## config.mk

```make
export PLATFORM = sky130hd
export DESIGN_NAME = tw_rom_addr_gen
export DESIGN_NICKNAME = d
export VERILOG_FILES = /design/src/rtl/tw_pkg.sv /design/src/rtl/tw_bitrev.sv /design/src/rtl/tw_stage_mask.sv /design/src/rtl/tw_seq_fsm.sv /design/src/rtl/tw_rom_addr_gen.sv
export SDC_FILE = /design/constraint.sdc
export NUM_CORES = 1
export LEC_CHECK = 0
export ABC_AREA = 1
export CAP_MARGIN = 20
export CORE_ASPECT_RATIO = 2
export CORE_MARGIN = 2
export CORE_UTILIZATION = 45
export CTS_BUF_LIST = sky130_fd_sc_hd__clkbuf_4 sky130_fd_sc_hd__clkbuf_8 sky130_fd_sc_hd__clkbuf_16
export CTS_CLUSTER_SIZE = 10
export DETAILED_ROUTE_END_ITERATION = 8
export MAX_ROUTING_LAYER = met4
export PLACE_DENSITY = 0.78
export REMOVE_ABC_BUFFERS = 1
export SYNTH_ARGS = -nofsm -noshare
export SYNTH_HDL_FRONTEND = slang
export SYNTH_SLANG_ARGS = --single-unit
```

## constraint.sdc

```tcl
create_clock -name clk -period 4.1 [get_ports clk]
set_input_delay 0.41 -clock clk [delete_from_list [all_inputs] [get_ports clk]]
set_output_delay 0.41 -clock clk [all_outputs]
set_load 0.02 [all_outputs]
```

## src/rtl/tw_pkg.sv

```systemverilog
package tw_pkg;

    typedef enum logic [1:0] {
        S_IDLE  = 2'd0,
        S_FIRST = 2'd1,
        S_MID   = 2'd2,
        S_LAST  = 2'd3
    } tw_state_e;

endpackage

```

## src/rtl/tw_bitrev.sv

```systemverilog
module tw_bitrev #(
    parameter int MIN_LOG2N = 8,
    parameter int MODE_W    = 2,
    parameter int IDX_W     = 10
) (
    input  logic [IDX_W-1:0]  idx,
    input  logic [MODE_W-1:0] mode_sel,
    output logic [IDX_W-1:0]  rev
);

    localparam int NUM_MODES = 1 << MODE_W;

    logic [NUM_MODES-1:0][IDX_W-1:0] rev_all;

    // One reverser per size: bit i takes index bit (w-1-i), w = log2N - 1
    for (genvar g = 0; g < NUM_MODES; g++) begin : g_mode
        localparam int W = MIN_LOG2N - 1 + g;
        for (genvar i = 0; i < IDX_W; i++) begin : g_bit
            if (i < W) begin : g_live
                assign rev_all[g][i] = idx[W-1-i];
            end else begin : g_dead
                assign rev_all[g][i] = 1'b0;
            end
        end
    end

    assign rev = rev_all[mode_sel];

endmodule

```

## src/rtl/tw_stage_mask.sv

```systemverilog
module tw_stage_mask #(
    parameter int MIN_LOG2N = 8,
    parameter int MODE_W    = 2,
    parameter int IDX_W     = 10
) (
    input  logic              clk,
    input  logic              rst_n,
    input  logic              mask_clr,
    input  logic              mask_shift,
    input  logic [MODE_W-1:0] mode_in,
    output logic [IDX_W-1:0]  mask_q,
    output logic [MODE_W-1:0] mode_q,
    output logic              pre_last
);

    // Bit (w-2) of the mask: set while in stage m-1
    localparam int PRE_BASE = MIN_LOG2N - 3;

    always_ff @(posedge clk or negedge rst_n) begin
        if (!rst_n) begin
            mask_q <= '0;
            mode_q <= '0;
        end else if (mask_clr) begin
            mask_q <= '0;
            mode_q <= mode_in;
        end else if (mask_shift) begin
            mask_q <= {mask_q[IDX_W-2:0], 1'b1};
        end
    end

    always_comb begin
        pre_last = mask_q[PRE_BASE + int'(mode_q)];
    end

endmodule

```

## src/rtl/tw_seq_fsm.sv

```systemverilog
module tw_seq_fsm
    import tw_pkg::*;
(
    input  logic clk,
    input  logic rst_n,
    input  logic start,
    input  logic stage_adv,
    input  logic pre_last,
    output logic mask_clr,
    output logic mask_shift,
    output logic run
);

    tw_state_e state_q, state_d;

    always_ff @(posedge clk or negedge rst_n) begin
        if (!rst_n) state_q <= S_IDLE;
        else        state_q <= state_d;
    end

    always_comb begin
        state_d    = state_q;
        mask_clr   = 1'b0;
        mask_shift = 1'b0;
        run        = (state_q != S_IDLE);
        unique case (state_q)
            S_IDLE: begin
                if (start) begin                 // start_go
                    state_d  = S_FIRST;
                    mask_clr = 1'b1;
                end
            end
            S_FIRST, S_MID: begin
                if (start) begin                 // start_go
                    state_d  = S_FIRST;
                    mask_clr = 1'b1;
                end else if (stage_adv) begin
                    mask_shift = 1'b1;
                    state_d    = pre_last ? S_LAST : S_MID;   // adv_last / adv_mid
                end
            end
            S_LAST: begin
                if (start) begin                 // start_go
                    state_d  = S_FIRST;
                    mask_clr = 1'b1;
                end else if (stage_adv) begin
                    state_d = S_IDLE;            // adv_done
                end
            end
            default: state_d = S_IDLE;
        endcase
    end

endmodule

```

## src/rtl/tw_rom_addr_gen.sv

```systemverilog
module tw_rom_addr_gen #(
    parameter int MIN_LOG2N = 8,
    parameter int MODE_W    = 2,
    parameter int IDX_W     = MIN_LOG2N + (1 << MODE_W) - 2
) (
    input  logic              clk,
    input  logic              rst_n,
    input  logic              start,
    input  logic              stage_adv,
    input  logic [MODE_W-1:0] mode,
    input  logic              bfly_vld,
    input  logic [IDX_W-1:0]  bfly_idx,
    output logic              addr_vld,
    output logic [IDX_W-1:0]  rom_addr
);

    logic              mask_clr, mask_shift, run, pre_last;
    logic [IDX_W-1:0]  mask_q, rev;
    logic [MODE_W-1:0] mode_q;

    tw_seq_fsm i_fsm (
        .clk        (clk),
        .rst_n      (rst_n),
        .start      (start),
        .stage_adv  (stage_adv),
        .pre_last   (pre_last),
        .mask_clr   (mask_clr),
        .mask_shift (mask_shift),
        .run        (run)
    );

    tw_stage_mask #(.MIN_LOG2N(MIN_LOG2N), .MODE_W(MODE_W), .IDX_W(IDX_W)) i_mask (
        .clk        (clk),
        .rst_n      (rst_n),
        .mask_clr   (mask_clr),
        .mask_shift (mask_shift),
        .mode_in    (mode),
        .mask_q     (mask_q),
        .mode_q     (mode_q),
        .pre_last   (pre_last)
    );

    tw_bitrev #(.MIN_LOG2N(MIN_LOG2N), .MODE_W(MODE_W), .IDX_W(IDX_W)) i_rev (
        .idx      (bfly_idx),
        .mode_sel (mode_q),
        .rev      (rev)
    );

    logic fire;
    assign fire = run && bfly_vld && !start;

    always_ff @(posedge clk or negedge rst_n) begin
        if (!rst_n) begin
            addr_vld <= 1'b0;
            rom_addr <= '0;
        end else begin
            addr_vld <= fire;
            if (fire) rom_addr <= rev & mask_q;
        end
    end

endmodule

```

==> Word level (Yosys, flattened, before mapping) <==
Cells that the tools add are included.
{ "totals": {"ff_bits": 25, "latchBits": 0, "mem_bits_rw": 0, "mem_bits_ro": 0, "out_inout_bits": 11, "word_cells": 43, "memories": 0} }
{ "classes": {"n_addsub": 1, "n_mul": 0, "n_div": 0, "order_cmp": 2, "eq_ne": 6, "shifts": 0, "n_mux": 19, "bitwise": 1, "n_reduce_logical": 9} }
{ "op_table": {"columns": ["cell", "n"], "rows": [
  ["$lt A32 B6 Y1 const B", 1],
  ["$mux W10", 3],
  ["$bmux W10 S2", 1],
  ["$and A10 B10 Y10", 1],
  ["$mux W2", 5],
  ["$mux W1", 8],
  ["$ne A3 B3 Y1 const B", 2],
  ["$pmux W2 S3", 1],
  ["$add A3 B2 Y4 const A", 1],
  ["$bmux W1 S4", 1],
  ["$eq A2 B2 Y1 const B", 2],
  ["$reduce_bool A2 Y1", 2],
  ["$reduce_or A4 Y1", 1],
  ["$lt A2 B3 Y1 const B", 1],
  ["$reduce_and A3 Y1", 1],
  ["$eq A2 B1 Y1 const B", 1],
  ["$logic_and A1 B1 Y1", 2],
  ["$logic_not A2 Y1", 1],
  ["$ne A2 B2 Y1 const B", 1],
  ["$reduce_or A2 Y1", 1],
  ["$logic_not A1 Y1", 1]
]} }

==> Depth between registers and ports, before layout <==
{ "depth": {"word_depth": 8, "mapped_depth": 9} }

==> Modules after synthesis <==
From an unflattened synthesis, not the netlist that was laid out.
{ "unflattened": {"hier_cells": 206, "hier_area_um2": 1455.1} }
{ "modules_own_cells": {"columns": ["mod", "instances", "cells_each", "area_each_um2", "seq_area_each_um2"], "rows": [
  ["tw_stage_mask", 1, 57, 513.0, 300.3],
  ["tw_rom_addr_gen", 1, 66, 500.5, 275.3],
  ["tw_bitrev", 1, 59, 265.3, 0.0],
  ["tw_seq_fsm", 1, 24, 176.4, 50.0]
]} }

==> Least setup slack after synthesis <==
OpenSTA, ideal clock, no wires.
{ "synth_timing": {"path_type": "register -> register", "startpoint": "register i_fsm.state_q[0]", "endpoint": "register i_fsm.state_q[0]", "setup_time_ns": 0.120, "arrival_time_ns": 1.234, "slack_ns": 2.746, "stages_incl_launch_ff": 9, "path_buffers": 0, "synth_period_minus_slack_ns": 1.354, "path_cell_list": "dfrtp_1 inv_1 ha_1 nor2_1 nor2_1 nor2_1 nor2_1 nor2_1 a21oi_2"} }
{ "synth_between": {"elab_chain_len": 4} }
{ "synth_rtl": {"columns": ["item", "line", "rtl"], "rows": [
  ["start: declaration", "tw_seq_fsm.sv:14", "tw_state_e state_q, state_d;"],
  ["start signal: assignment", "tw_seq_fsm.sv:18", "else state_q <= state_d;"],
  ["$eq A2 B1 Y1 or $eq A2 B2 Y1 (tied branches)", "tw_seq_fsm.sv:26", "unique case (state_q)"],
  ["$reduce_or A2 Y1", "tw_seq_fsm.sv:26", null],
  ["$ne A3 B3 Y1 (no line)", null, null],
  ["$reduce_and A3 Y1 (no line)", null, null]
]} }
Parallel ways exist; a longest one is shown, timed or not.
A chain may end at the register's enable or synchronous reset.

==> Worst setup path after layout <==
{ "layout_timing": {"startpoint": "input start", "endpoint": "register i_mask.mask_q[6]"} }
{ "layout_between": {"elab_chain_len": 3} }
{ "layout_rtl": {"columns": ["item", "line", "rtl"], "rows": [
  ["start: declaration", "tw_rom_addr_gen.sv:8", "input logic start,"],
  ["$mux W1, on equally long branches", "tw_seq_fsm.sv:28, tw_seq_fsm.sv:34, tw_seq_fsm.sv:43", null],
  ["$mux W1, on equally long branches", null, null],
  ["$mux W10 or $reduce_bool A2 Y1 (tied branches)", null, null],
  ["end signal: assignment", "tw_stage_mask.sv:27", "mask_q <= {mask_q[IDX_W-2:0], 1'b1};"],
  ["end: declaration", "tw_stage_mask.sv:11", "output logic [IDX_W-1:0] mask_q,"]
]} }
Parallel ways exist; a longest one is shown, timed or not. The select of a mux whose other input is x is not followed.

==> summary.md <==
| Metric | Value |
|---|---|
| Int Power | `roughly 420 µW` |
| Ys async rst share | `1.00` |
| RSZ-0062 raised after global routing | `false` |
| Final setup fails | `0` |
| DRT iter0 DRCs | `26` |
| Final antenna-violating net count | `0` |
| Number of global-route vias before repair | `around 1200` |
| Reg clk slew, reported paths | `0.08 ns` |
| Post-Synthesis Cell Area | `0.00127 mm²` |
| Port Buf Inserts | `27` |
| Post-synth EDFFs | `0` |
| Ys Warns | `0` |
| Area grow syn2layout | `27.4%` |
| Gr usage total | `0.201` |
| Crit-path max FO | `11` |
| Clk_skew | `roughly 0.003 ns` |
| Period minus WS final | `1.76 ns` |
| Clk_lat worst skew | `0.27 ns` |
| Post-CTS resize count | `0` |
| Hold_buf cts | `0` |
| Commonest cells after routing, fill and taps aside | `nand2_1, clkdlybuf4s50_1, dfrtp_1` |
| Detailed-route via count | `1174` |
| Setup crit end kind | `register` |
| Die W | `41.6 µm` |
| Sequential share of power | `0.461` |
| CTS H-tree depth | `1` |
| GP Congestion | `0.831` |
| Clock Power Share | `0.231` |
| Total CTS buffers | `3` |
| Hold Slack | `0.380 ns` |
| Largest net degree at the start of global routing | `26` |
| Synthesized area per cell | `about 8 µm²` |
| Max IR drop VDD | `between 0.0002 and 0.0003 V` |
| Final hold viol count | `0` |
| Seq/Total Area, Yosys | `0.491` |
| Mapped Cells | `158` |
| Max-cap viol count | `0` |
| GRT overflow | `0` |
| Max-slew violations | `0` |
| TNS Setup | `0 ns` |
| Critical Path RT | `4.24 ns` |
| Max Clk Rate | `568 MHz` |
| CTS root buffer | `clkbuf_8` |
| Drt pass-1 iters | `4` |
| Slew headroom | `0.663` |
| Final Util | `0.594` |
| Vias per inst | `5.49` |
| Drt total wl | `just under 3000 µm` |
| Yosys cell types | `20` |
| Most common cell after layout, fill and taps aside | `nand2_1` |
| Post-CTS setup buffer count | `0` |
| DRC viols | `0` |
| Pre-CTS setup slack | `2.12 ns` |
| Die extent in y | `79.3 µm` |
| Share of cells above drive strength 1 | `0.0595` |
| RR Startpoint | `i_fsm.state_q[0]$_DFFE_PN0P_` |
| Worst Hold Class | `input port to async pin` |
| Synth Register Bits | `25` |
| Switching power total | `218 µW` |
| R2r worst-path depth | `5` |
| Final #Nets | `207` |
| First-pass GRT wire length | `4970 µm` |
| Ratio of final minimum period to clock period | `0.429` |
| Switching part of the total | `0.341` |
| I/O Pins | `28` |
| Clock sink count | `25` |
| Reg2reg end | `i_mask.mask_q[6]$_DFFE_PN0P_` |
| Final WS setup | `2.34 ns` |
| Reg2Reg Setup Slack | `2.37 ns` |
| Worst Tran Pin Value | `slightly above 0.5 ns` |
| Run status | `finished, final reports clean` |
| Pwr/cell area | `just under 400 mW/mm²` |
| Worst Setup Path Type | `input port to register` |
| DIE AREA | `between 0.003 and 0.004 mm²` |
| Worst setup SP type | `input port` |
| Std cell rows | `27` |
| DP Wirelength | `approximately 2200 µm` |
| Combinational power share | `0.308` |
| CTS tree | `built` |
| Worst path arrival time | `1.90 ns` |
| Synth Flop Type | `dfrtp_1` |
| ANT cells | `0` |
| Core Region | `0.00274 mm²` |
| Routed WL per cell | `~14 µm` |
| LEAKAGE | `0.748 nW` |
| Starting Density | `0.466` |
| Max clock buf depth | `2` |
| Initial antenna violation count | `0` |
==> cells by family after synthesis <==
group                    count (synthesis)  share of synthesized area
adder cells (fa/ha/maj)                  4                     0.0393
AO/OA/AOI/OAI                           40                      0.178
AND/OR/NAND/NOR                         62                      0.201
buffers and inverters                   27                     0.0913
flip-flops                              25                      0.491
==> metal layers <==
metal | GRT usage | vias up | wire length [µm]
li1 | - | 573 | -
met1 | 0.184 | 560 | 1120
met2 | 0.361 | 34 | 1630
met3 | 0.0386 | 7 | 101
met4 | 0.135 | 0 | 77
met5 | - | - | 0
==> area by class of cell <==
cell class	count	area [µm²]
Fill cell	247	1110
Inverter	22	82.6
Multi-Input combinational cell	106	533
Tap cell	29	36.3
Timing Repair Buffer	28	298
Clock buffer	3	41.3
Clock inverter	1	7.51
Sequential cell	25	626
==> sequential cells by signal, summed over array words and instances, names as in the netlist <==
signal         cells
i_mask.mask_q     10
i_fsm.state_q      2
i_mask.mode_q      2
rom_addr          10
addr_vld           1
==> Yosys cell counts, types with 3 or more instances <==
cell type / instances / share of area
ha_1: 4 / 0.039
o21ai_1: 4 / 0.016
o21ai_0: 21 / 0.082
dfrtp_1: 25 / 0.49
buf_2: 3 / 0.012
o22ai_1: 10 / 0.049
inv_1: 21 / 0.062
nand2_1: 33 / 0.097
nor2_1: 17 / 0.050
nand3_1: 8 / 0.031
or2_2: 3 / 0.015
==> metrics by stage <==
stage               std cells  area [µm²]  power (mW)
finish                    214        1620       0.638
global route              214        1620       0.679
CTS                       213        1600       0.638
detailed placement        209        1550       0.491
global placement          209        1550       0.478
floorplan                 153        1240       0.418
==> worst max-delay path by stage <==
stage	slack [ns]	to	depth (start not counted)	start
5_1_grt	2.20	i_mask.mask_q[1]$_DFFE_PN0P_	5	start
2_1_floorplan	2.68	i_mask.mask_q[1]$_DFFE_PN0P_	5	i_fsm.state_q[0]$_DFFE_PN0P_
6_report	2.34	i_mask.mask_q[6]$_DFFE_PN0P_	5	start
3_3_place_gp	2.21	i_mask.mask_q[1]$_DFFE_PN0P_	5	start
3_5_place_dp	2.12	i_mask.mask_q[8]$_DFFE_PN0P_	5	start
4_1_cts	2.37	i_mask.mask_q[6]$_DFFE_PN0P_	5	start
==> worst max-delay path, stage by stage <==
cell and delay, ns:
clkdlybuf4s50_1 0.50, inv_1 0.18, nand3_1 0.32, nand2_1 0.37, o22ai_1 0.12
==> power by group through the flow <==
stage | Sequential, mW | Clock (mW) | Combinational, mW
after floorplan | 0.303 | 0 | 0.115
final | 0.294 | 0.147 | 0.197
after global routing | 0.298 | 0.159 | 0.222
after detailed placement | 0.299 | 0 | 0.192
after global placement | 0.296 | 0 | 0.182
after CTS | 0.294 | 0.150 | 0.194
(Power assumes the default switching activity.)
